[src/rtl/sec_irq_pkg.sv]
package sec_irq_pkg;

   // Word indices whose meaning the bus decode depends on
   localparam int unsigned WI_STATUS   = 0;
   localparam int unsigned WI_RAW      = 1;
   localparam int unsigned WI_MASK_SET = 2;
   localparam int unsigned WI_MASK_CLR = 3;
   localparam int unsigned WI_BIT0_SET = 4;
   localparam int unsigned WI_BIT0_CLR = 5;
   localparam int unsigned WI_PASS_SET = 8;
   localparam int unsigned WI_PASS_CLR = 9;

   typedef struct packed {
      logic mask_set;
      logic mask_clr;
      logic bit0_set;
      logic bit0_clr;
      logic pass_set;
      logic pass_clr;
   } wr_strobe_t;

   typedef enum logic [2:0] {
      RSEL_NONE,
      RSEL_STATUS,
      RSEL_RAW,
      RSEL_MASK,
      RSEL_BIT0,
      RSEL_PASS
   } rd_sel_t;

endpackage

[src/rtl/sec_irq_decode.sv]
module sec_irq_decode
   import sec_irq_pkg::*;
#(
   parameter int unsigned ADDR_W = 12
) (
   input  logic [ADDR_W-1:0] addr,
   input  logic              wr,
   output wr_strobe_t        wstb,
   output rd_sel_t           rsel
);
   localparam int unsigned IDX_W = ADDR_W - 2;

   logic [IDX_W-1:0] idx;
   logic             unused_lsb;

   assign idx        = addr[ADDR_W-1:2];
   assign unused_lsb = ^addr[1:0];

   always_comb begin
      wstb          = '0;
      wstb.mask_set = wr && (idx == IDX_W'(WI_MASK_SET));
      wstb.mask_clr = wr && (idx == IDX_W'(WI_MASK_CLR));
      wstb.bit0_set = wr && (idx == IDX_W'(WI_BIT0_SET));
      wstb.bit0_clr = wr && (idx == IDX_W'(WI_BIT0_CLR));
      wstb.pass_set = wr && (idx == IDX_W'(WI_PASS_SET));
      wstb.pass_clr = wr && (idx == IDX_W'(WI_PASS_CLR));
   end

   always_comb begin
      case (idx)
         IDX_W'(WI_STATUS):   rsel = RSEL_STATUS;
         IDX_W'(WI_RAW):      rsel = RSEL_RAW;
         IDX_W'(WI_MASK_SET): rsel = RSEL_MASK;
         IDX_W'(WI_BIT0_SET): rsel = RSEL_BIT0;
         IDX_W'(WI_PASS_SET): rsel = RSEL_PASS;
         default:             rsel = RSEL_NONE;
      endcase
   end

endmodule

[src/rtl/sec_irq_regs.sv]
module sec_irq_regs
   import sec_irq_pkg::*;
#(
   parameter int unsigned NUM_SRC = 32,
   parameter int unsigned PT_LO   = 21,
   parameter int unsigned PT_HI   = 30
) (
   input  logic               clk,
   input  logic               rst,
   input  logic [NUM_SRC-1:0] irq_src,
   input  wr_strobe_t         wstb,
   input  rd_sel_t            rsel,
   input  logic               rd,
   input  logic [NUM_SRC-1:0] wdata,
   output logic [NUM_SRC-1:0] level_q,
   output logic [NUM_SRC-1:0] mask_q,
   output logic [NUM_SRC-1:0] pass_q,
   output logic [NUM_SRC-1:0] rdata_q
);
   function automatic logic [NUM_SRC-1:0] span_mask();
      logic [NUM_SRC-1:0] m;
      m = '0;
      for (int i = 0; i < int'(NUM_SRC); i++)
         if (i >= int'(PT_LO) && i <= int'(PT_HI)) m[i] = 1'b1;
      return m;
   endfunction

   localparam logic [NUM_SRC-1:0] PASS_MASK = span_mask();

   logic               wdata_nz;
   logic [NUM_SRC-1:0] mask_d;
   logic [NUM_SRC-1:0] pass_d;
   logic [NUM_SRC-1:0] rd_val;

   assign wdata_nz = |wdata;

   always_comb begin
      mask_d = mask_q;
      if (wstb.mask_set)             mask_d = mask_d | wdata;
      if (wstb.mask_clr)             mask_d = mask_d & ~wdata;
      if (wstb.bit0_set && wdata_nz) mask_d[0] = 1'b1;
      if (wstb.bit0_clr && wdata_nz) mask_d[0] = 1'b0;
   end

   always_comb begin
      pass_d = pass_q;
      if (wstb.pass_set) pass_d = pass_d | (wdata & PASS_MASK);
      if (wstb.pass_clr) pass_d = pass_d & ~wdata;
   end

   always_comb begin
      rd_val = '0;
      case (rsel)
         RSEL_STATUS: rd_val = level_q & mask_q;
         RSEL_RAW:    rd_val = level_q;
         RSEL_MASK:   rd_val = mask_q;
         RSEL_BIT0:   rd_val[0] = level_q[0];
         RSEL_PASS:   rd_val = pass_q;
         default:     rd_val = '0;
      endcase
   end

   always_ff @(posedge clk) begin
      if (rst) begin
         level_q <= '0;
         mask_q  <= '0;
         pass_q  <= '0;
         rdata_q <= '0;
      end else begin
         level_q <= irq_src;
         mask_q  <= mask_d;
         pass_q  <= pass_d;
         rdata_q <= rd ? rd_val : '0;
      end
   end


   level_capture_chk: assert property (@(posedge clk) disable iff (rst)
      1'b1 |=> level_q == $past(irq_src));


   mask_set_chk: assert property (@(posedge clk) disable iff (rst)
      wstb.mask_set |=> (mask_q & $past(wdata)) == $past(wdata));


   mask_clr_chk: assert property (@(posedge clk) disable iff (rst)
      wstb.mask_clr |=> (mask_q & $past(wdata)) == '0);


   pass_range_chk: assert property (@(posedge clk) disable iff (rst)
      wstb.pass_set |=> (pass_q & ~PASS_MASK) == '0);


   idle_write_chk: assert property (@(posedge clk) disable iff (rst)
      !(|wstb) |=> $stable(mask_q) && $stable(pass_q));


   rdata_idle_chk: assert property (@(posedge clk) disable iff (rst)
      !rd |=> rdata_q == '0);

endmodule

[src/rtl/sec_irq_route.sv]
module sec_irq_route #(
   parameter int unsigned NUM_SRC   = 32,
   parameter int unsigned PT_LO     = 21,
   parameter int unsigned PT_HI     = 30,
   parameter int unsigned COMB_LINE = 31
) (
   input  logic               clk,
   input  logic               rst,
   input  logic [NUM_SRC-1:0] level,
   input  logic [NUM_SRC-1:0] mask,
   input  logic [NUM_SRC-1:0] pass_en,
   output logic [NUM_SRC-1:0] lines
);
   logic comb_req;
   logic unused_bits;

   assign comb_req    = |(level & mask);
   assign unused_bits = ^{level[PT_LO-1:0], pass_en[PT_LO-1:0],
                          level[NUM_SRC-1:PT_HI+1], pass_en[NUM_SRC-1:PT_HI+1]};

   for (genvar i = 0; i < int'(NUM_SRC); i++) begin : g_line
      if (i >= int'(PT_LO) && i <= int'(PT_HI)) begin : g_pass
         logic held_q;

         assign lines[i] = pass_en[i] ? level[i] : held_q;

         always_ff @(posedge clk) begin
            if (rst) held_q <= 1'b0;
            else     held_q <= lines[i];
         end


         pass_hold_chk: assert property (@(posedge clk) disable iff (rst)
            !pass_en[i] |=> pass_en[i] || $stable(lines[i]));
      end else if (i == int'(COMB_LINE)) begin : g_comb
         assign lines[i] = comb_req;
      end else begin : g_tie
         assign lines[i] = 1'b0;


         tie_low_chk: assert property (@(posedge clk) disable iff (rst)
            lines[i] == 1'b0);
      end
   end

endmodule

[src/rtl/sec_irq_ctrl.sv]
module sec_irq_ctrl
   import sec_irq_pkg::*;
#(
   parameter int unsigned NUM_SRC   = 32,
   parameter int unsigned ADDR_W    = 12,
   parameter int unsigned PT_LO     = 21,
   parameter int unsigned PT_HI     = 30,
   parameter int unsigned COMB_LINE = 31
) (
   input  logic               clk,
   input  logic               rst,
   input  logic [NUM_SRC-1:0] irq_src,
   input  logic [ADDR_W-1:0]  bus_addr,
   input  logic               bus_wr,
   input  logic               bus_rd,
   input  logic [NUM_SRC-1:0] bus_wdata,
   output logic [NUM_SRC-1:0] bus_rdata,
   output logic [NUM_SRC-1:0] prim_irq
);
   if (ADDR_W < 6) begin : g_bad_addr
      $error("ADDR_W too small to reach word index 9");
   end
   if (PT_LO == 0 || PT_LO > PT_HI || PT_HI >= NUM_SRC - 1) begin : g_bad_span
      $error("pass-through span must sit strictly inside the source range");
   end
   if (COMB_LINE >= NUM_SRC || (COMB_LINE >= PT_LO && COMB_LINE <= PT_HI)) begin : g_bad_comb
      $error("combined line must be a valid line outside the pass-through span");
   end

   wr_strobe_t         wstb;
   rd_sel_t            rsel;
   logic [NUM_SRC-1:0] level_q;
   logic [NUM_SRC-1:0] mask_q;
   logic [NUM_SRC-1:0] pass_q;

   sec_irq_decode #(.ADDR_W(ADDR_W)) decode_i (
      .addr (bus_addr),
      .wr   (bus_wr),
      .wstb (wstb),
      .rsel (rsel)
   );

   sec_irq_regs #(.NUM_SRC(NUM_SRC), .PT_LO(PT_LO), .PT_HI(PT_HI)) regs_i (
      .clk     (clk),
      .rst     (rst),
      .irq_src (irq_src),
      .wstb    (wstb),
      .rsel    (rsel),
      .rd      (bus_rd),
      .wdata   (bus_wdata),
      .level_q (level_q),
      .mask_q  (mask_q),
      .pass_q  (pass_q),
      .rdata_q (bus_rdata)
   );

   sec_irq_route #(.NUM_SRC(NUM_SRC), .PT_LO(PT_LO), .PT_HI(PT_HI),
                   .COMB_LINE(COMB_LINE)) route_i (
      .clk     (clk),
      .rst     (rst),
      .level   (level_q),
      .mask    (mask_q),
      .pass_en (pass_q),
      .lines   (prim_irq)
   );


   reset_quiet_chk: assert property (@(posedge clk)
      rst |=> prim_irq == '0 && bus_rdata == '0);


   comb_source_chk: assert property (@(posedge clk) disable iff (rst)
      $rose(prim_irq[COMB_LINE]) |-> $changed(level_q) || $changed(mask_q));

endmodule

[config.mk]
export PLATFORM = sky130hd
export DESIGN_NAME = sec_irq_ctrl
export DESIGN_NICKNAME = d
export VERILOG_FILES = /design/src/rtl/sec_irq_pkg.sv /design/src/rtl/sec_irq_decode.sv /design/src/rtl/sec_irq_regs.sv /design/src/rtl/sec_irq_route.sv /design/src/rtl/sec_irq_ctrl.sv
export SDC_FILE = /design/constraint.sdc
export NUM_CORES = 1
export LEC_CHECK = 0
export BUFFER_PORTS_ARGS = -buffer_cell sky130_fd_sc_hd__buf_4
export CORE_ASPECT_RATIO = 0.9
export CORE_MARGIN = 2
export CORE_UTILIZATION = 35
export DETAILED_ROUTE_END_ITERATION = 8
export PLACE_DENSITY = 0.56
export SYNTH_ARGS = -nofsm -noshare
export SYNTH_HDL_FRONTEND = slang
export SYNTH_SLANG_ARGS = --single-unit
[constraint.sdc]
create_clock -name clk -period 1.92 [get_ports clk]
set_input_delay 0.192 -clock clk [delete_from_list [all_inputs] [get_ports clk]]
set_output_delay 0.192 -clock clk [all_outputs]
set_load 0.02 [all_outputs]
==> results of run 1 <==
[worst paths after layout]
kind                      startpoint                end  depth (start not counted)
setup / recovery  regs_i.level_q[27]       prim_irq[31]                          4
hold reg to reg     regs_i.pass_q[3]   regs_i.pass_q[3]                          2
setup reg to reg   regs_i.level_q[0]  regs_i.rdata_q[0]                          3
hold / removal            irq_src[0]  regs_i.level_q[0]                          2
[routing by layer]
metal,vias up,GRT usage (%),wire (um)
met1,2344,28.7,7990
li1,2322,-,-
met3,13,4.68,962
met4,0,5.88,184
met2,151,30.4,7650
met5,-,0,0
[stage by stage]
stage | worst slack (ns) | TNS [ns] | power, mW | instances | util [%]
finish | -0.0956 | -0.0956 | 6.61 | 931 | 49.8
global route | -0.140 | -0.140 | 6.84 | 931 | 49.8
CTS | -0.135 | -0.135 | 6.67 | 931 | 49.7
detailed placement | 0.148 | 0 | 3.38 | 839 | 42.0
global placement | 0.202 | 0 | 3.38 | 839 | 42.0
floorplan | 0.462 | 0 | 3.17 | 562 | -
[synthesized netlist by cell type, types with 2 or more instances]
cell type / number / area, um2
a211oi_1: 11 / 82.6
a21oi_1: 58 / 290
a21oi_2: 29 / 254
a22oi_1: 16 / 120
a311oi_1: 2 / 17.5
a311oi_2: 29 / 435
a31oi_1: 10 / 62.6
and3_1: 3 / 18.8
buf_12: 3 / 60.1
buf_2: 14 / 70.1
buf_4: 22 / 165
buf_6: 2 / 22.5
clkbuf_1: 28 / 105
dfxtp_1: 138 / 2760
mux2_2: 10 / 113
nand2_1: 32 / 120
nand2b_1: 22 / 138
nand3b_1: 2 / 15.0
nand4_1: 7 / 43.8
nor2_1: 4 / 15.0
nor2b_1: 43 / 269
nor4_1: 8 / 50.1
nor4bb_1: 2 / 20.0
o2111ai_1: 3 / 26.3
o221ai_1: 31 / 272
[area by class of cell]
| class | instances | area [um2] |
|---|---|---|
| fillers | 1462 | 8020 |
| flip-flops and latches | 138 | 2770 |
| multi-input cells | 354 | 2600 |
| repair buffers | 199 | 1730 |
| clock buffers | 18 | 439 |
| well taps | 207 | 259 |
| clock inverters | 14 | 136 |
| inverters | 1 | 3.75 |
[power breakdown]
| part | switching (mW) | internal [mW] |
|---|---|---|
| combinational | 0.252 | 0.237 |
| clock | 1.35 | 1.84 |
| sequential | 0.0340 | 2.90 |
| total | 1.63 | 4.98 |
[worst register-to-register path, cell delays in order, from the launching register on]
cell and delay (ns):
dfxtp_1 0.40, nor4bb_1 0.32, o21bai_1 0.10, a21oi_1 0.17
[cell families after synthesis]
family	synth area share, %
simple gates	13.5
compound gates	27.9
mux	2.17
buf+inv	7.55
flops	48.9
other cells	0.0663
[repair_timing]
action | 4_1_cts | 5_1_grt
hold buffers | 59 | 0
resized for setup | 12 | 8
endpoints found under the hold margin | 73 | 0
setup buffers | 1 | 0
endpoints found under the setup margin | 1 | 1
pin swaps | 5 | 5
==> impl_metrics.tcl, run 1 <==
set metrics [dict create \
    grt_start_max_net_pins 78 \
    rrSetupSlack_ns 0.85 \
    synthArstFlopShare_pct 0 \
    final-hold-violation-count 0 \
    initial_core_util_pct 35.4 \
    numPortBuffers 120 \
    syn-instance-count 542 \
    clock_skew_ns 0.0116 \
    hp-class "input port to flop" \
    clockBufferDepth 2 \
    drc 0 \
    firstDrtPassIters 4 \
    crit_buf_inv 1 \
    vias_per_cell 5.19 \
    place_area_mm2 0.00671 \
    rows 44 \
    slowest_delay_ns 0.57 \
    violations "setup timing" \
    gp_congestion 0.798 \
    cp_max_fo 3 \
    cts_tree "yes" \
    ys.flop_type "dfxtp_1" \
    cts.sink_count 138 \
    grt_pass1_vias 4874 \
    ys_warn_count 0 \
    die_height_um 125 \
    drive_above_1_share_pct 36.3 \
    max_freq_mhz 496 \
    final_nets 791 \
    synth_edf_count 0 \
    syn_area_mm2 0.00565 \
    syn_to_final_growth_pct 40.6 \
    critPathArrivalTime_ns 1.82 \
    wire_per_inst_um 18.0 \
    yosysSeqAreaShare_pct 48.9 \
    layout_commonest_cell "buf_4" \
    antenna_found_initial 0 \
    cellLeakagePower_nw 2.88 \
    layout_min_cycle_time_ns 2.02 \
    rsz0062_at_grt "true" \
    dieArea_mm2 0.0172 \
    hold_ws_ns 0.0101 \
    drt_wl_total_um 16800 \
    irDropWorstVdd_uv 687 \
    insertion_delay_ns 0.43 \
    coreArea_mm2 0.0160 \
    io_pins 144 \
    hpwlAfterDp_um 11200 \
    setup_ws_ns -0.0956 \
    synth_area_per_cell_um2 10.4 \
    root_buffer "clkbuf_16" \
    drt_iter0_drc 313 \
    htree_levels 4 \
    ant_nets 0 \
    cp-start-kind "flop" \
    vias 4830 \
    cp.required_ns 1.73 \
    slowest_stage "or4_4" \
    dieWidth_um 138 \
    power_density_mw_per_mm2 832 \
    fin_area_mm2 0.00795 \
    ys_ff_latch 138 \
    finalSetupViolations 1 \
    synth.distinct_cells 38 \
    grt-ovfl-total 0 \
    cts.clk_slew.worst_paths_ns 0.06 \
    end_kind "output port" \
    grt_usage_pct 20.2 \
    crit_chain "a22oi_2 -> nand4_1 -> or4_4 -> buf_6" \
    max_cap_violations 0 \
    fin_crit_sh_pct 105 \
    layout_common_cells "132 x buf_4, 129 x dfxtp_1, 59 x dlygate4sd3_1" \
    cpLargestDelayFamily "simple AND/OR/NAND/NOR gates" \
    n_antenna_cell 0 \
    grt_first_pass_wirelength_um 26400 \
    run_status "complete, but fails checks" \
    drv_slew 0 \
    worstSetupPathType "flop to output port" \
    cts_buffers 17 \
]
Note: power is estimated with default switching activity, not from simulation.
==> run 2, diff against run 1 <==
ABC_AREA = 1   (was not set)
PLACE_DENSITY = 0.55   (was 0.56)
==> run 2 against run 1 <==
- the flow now finishes without violations
- critical endpoint unchanged
- highest routed layer unchanged
- final cell count is 33% higher
- critical path depth is 1 higher
- sequential share of layout area is 1.9 points lower
==> impl_metrics.tcl, run 2 <==
set metrics [dict create \
    slowest_stage "dfxtp_1" \
    layout_commonest_cell "nand2_1" \
    dieWidth_um 144 \
    syn_to_final_growth_pct 36.3 \
    cp_common_cell "nand2_1" \
    wire_per_inst_um 14.1 \
    rrSetupSlack_ns 1.12 \
    ys_ff_latch 138 \
    cp-start-kind "flop" \
    layout_min_cycle_time_ns 1.84 \
    n_antenna_cell 0 \
    grt_first_pass_wirelength_um 27400 \
    firstDrtPassIters 5 \
    antenna_found_initial 0 \
    ant_nets 0 \
    end_kind "output port" \
    run_status "finished, final reports clean" \
    initial_core_util_pct 36.0 \
    rsz0062_at_grt "false" \
    worstSetupPathType "flop to output port" \
    yosysSeqAreaShare_pct 44.9 \
    utilization_pct 49.1 \
    drt_iter0_drc 327 \
    ys.flop_type "dfxtp_1" \
    cts_tree "yes" \
    drv_slew 0 \
    synth.distinct_cells 28 \
    drc 0 \
    numPortBuffers 120 \
    io_pins 144 \
    layout_common_cells "180 x nand2_1, 145 x buf_4, 138 x dfxtp_1" \
    drt_wl_total_um 17400 \
    slowest_delay_ns 0.34 \
    cellLeakagePower_nw 4.41 \
    synth_area_per_cell_um2 7.54 \
    grt_pass1_vias 5361 \
    cts.clk_slew.worst_paths_ns 0.06 \
    hold_end "regs_i.level_q[14]" \
    synthArstFlopShare_pct 0 \
    insertion_delay_ns 0.42 \
    hp-start "rst" \
    final_nets 1066 \
    coreArea_mm2 0.0171 \
    clock_skew_ns 0.00813 \
    max_cap_violations 0 \
    yosysTopAreaCellShare_pct 44.9 \
    synthTopCellsByArea "dfxtp_1 45%, nand2_1 11%, inv_1 8.3%" \
    ff2ff_path_depth 4 \
    cp_max_fo 4 \
    htree_levels 4 \
    gp_congestion 0.805 \
    synth_top_cell_by_area "dfxtp_1" \
    clockBufferDepth 2 \
    final-hold-violation-count 0 \
    max_freq_mhz 544 \
    timing.rr.start "regs_i.level_q[16]" \
    synth_edf_count 0 \
    hpwlAfterDp_um 11800 \
    hold_ws_ns 0.117 \
    hp-class "input port to flop" \
    setup_tns_ns 0 \
    syn_area_mm2 0.00615 \
    yosys-top-cells-count "180 x nand2_1, 138 x dfxtp_1, 136 x inv_1" \
    cts_buffers 17 \
    grt_start_max_net_pins 37 \
    cts.sink_count 138 \
    fin_crit_sh_pct 95.7 \
    relSlewSlack_pct 46.2 \
    hold_depth 2 \
    critPathArrivalTime_ns 1.65 \
    drive_above_1_share_pct 19.9 \
    timing.rr.end "regs_i.rdata_q[16]" \
    irDropWorstVdd_uv 530 \
    ys_warn_count 0 \
    vias_per_cell 4.68 \
    finalSetupViolations 0 \
    power_density_mw_per_mm2 793 \
    grt_usage_pct 19.0 \
    dieArea_mm2 0.0186 \
    vias 5776 \
    grt-ovfl-total 0 \
    die_height_um 130 \
    cp.required_ns 1.73 \
    fillers 1707 \
    tightest_slew_ns 0.805 \
    rows 45 \
    root_buffer "clkbuf_16" \
    crit_chain "nand2_1 -> nand4_1 -> nor4_1 -> nand2_1 -> buf_4" \
    syn-instance-count 815 \
    yosysMostFrequentCell "nand2_1" \
]
run 2: cell type report:
cell class,count,area (um2),area share [%]
Inverter,140,526,6.27
Clock buffer,22,484,5.78
Multi-Input combinational cell,498,2610,31.1
Sequential cell,138,2760,33.0
Timing Repair Buffer,191,1590,19.0
Tap cell,235,294,3.51
Clock inverter,10,115,1.37
run 2: what timing repair did:
action                                 4_1_cts  5_1_grt
gates resized for setup                      0        1
buffers inserted                             0        0
setup endpoints to repair                    0        1
hold buffers                                42        0
endpoints found under the hold margin       42        0
run 2: stage by stage:
stage | total power [mW] | cells | setup slack (ns) | cell area [um2]
after floorplan | 3.17 | 835 | 0.598 | 6220
after global placement | 3.32 | 1160 | 0.0898 | 7350
after detailed placement | 3.32 | 1160 | 0.0807 | 7350
after CTS | 6.70 | 1234 | 0.0742 | 8370
after global routing | 6.87 | 1234 | 0.00533 | 8380
final | 6.64 | 1234 | 0.0827 | 8380
run 2: how the worst max path moves through the flow:
| stage | start | to | slack, ns | depth (start not counted) |
|---|---|---|---|---|
| 3_5_place_dp | bus_addr[9] | regs_i.rdata_q[4] | 0.08 | 12 |
| 6_report | flop | prim_irq[31] | 0.08 | 5 |
| 5_1_grt | regs_i.level_q[7] | prim_irq[31] | 0.005 | 5 |
| 4_1_cts | regs_i.mask_q[0] | prim_irq[31] | 0.07 | 5 |
| 2_1_floorplan | bus_addr[11] | flop | 0.60 | 6 |
| 3_3_place_gp | bus_addr[9] | regs_i.rdata_q[11] | 0.09 | 11 |
run 2: logic make-up after synthesis:
kind of cell | count (synthesis) | share of synthesized area [%]
AND/OR/NAND/NOR | 358 | 26.4
buffers and inverters | 199 | 14.0
flip-flops | 138 | 44.9
AO/OA/AOI/OAI | 119 | 14.6
other | 1 | 0.0610
run 2: report_power, final:
group / switching [mW] / internal, mW
clock: 1.26 / 2.05
combinational: 0.207 / 0.190
sequential: 0.0329 / 2.90
run 2: critical path: cells and delay by family (launching register included):
family	cells	cell delay, ns
flip-flops	1	0.34
buffers and inverters	1	0.18
AND/OR/NAND/NOR	4	0.70
run 2: metal layers:
layer  vias up  wire length [um]  track usage, %
met5         -                 0               0
met4         0               189            5.13
met3        16               961            4.48
met2       167              7910            30.5
met1      2655              8350            25.8
li1       2938                 -               -
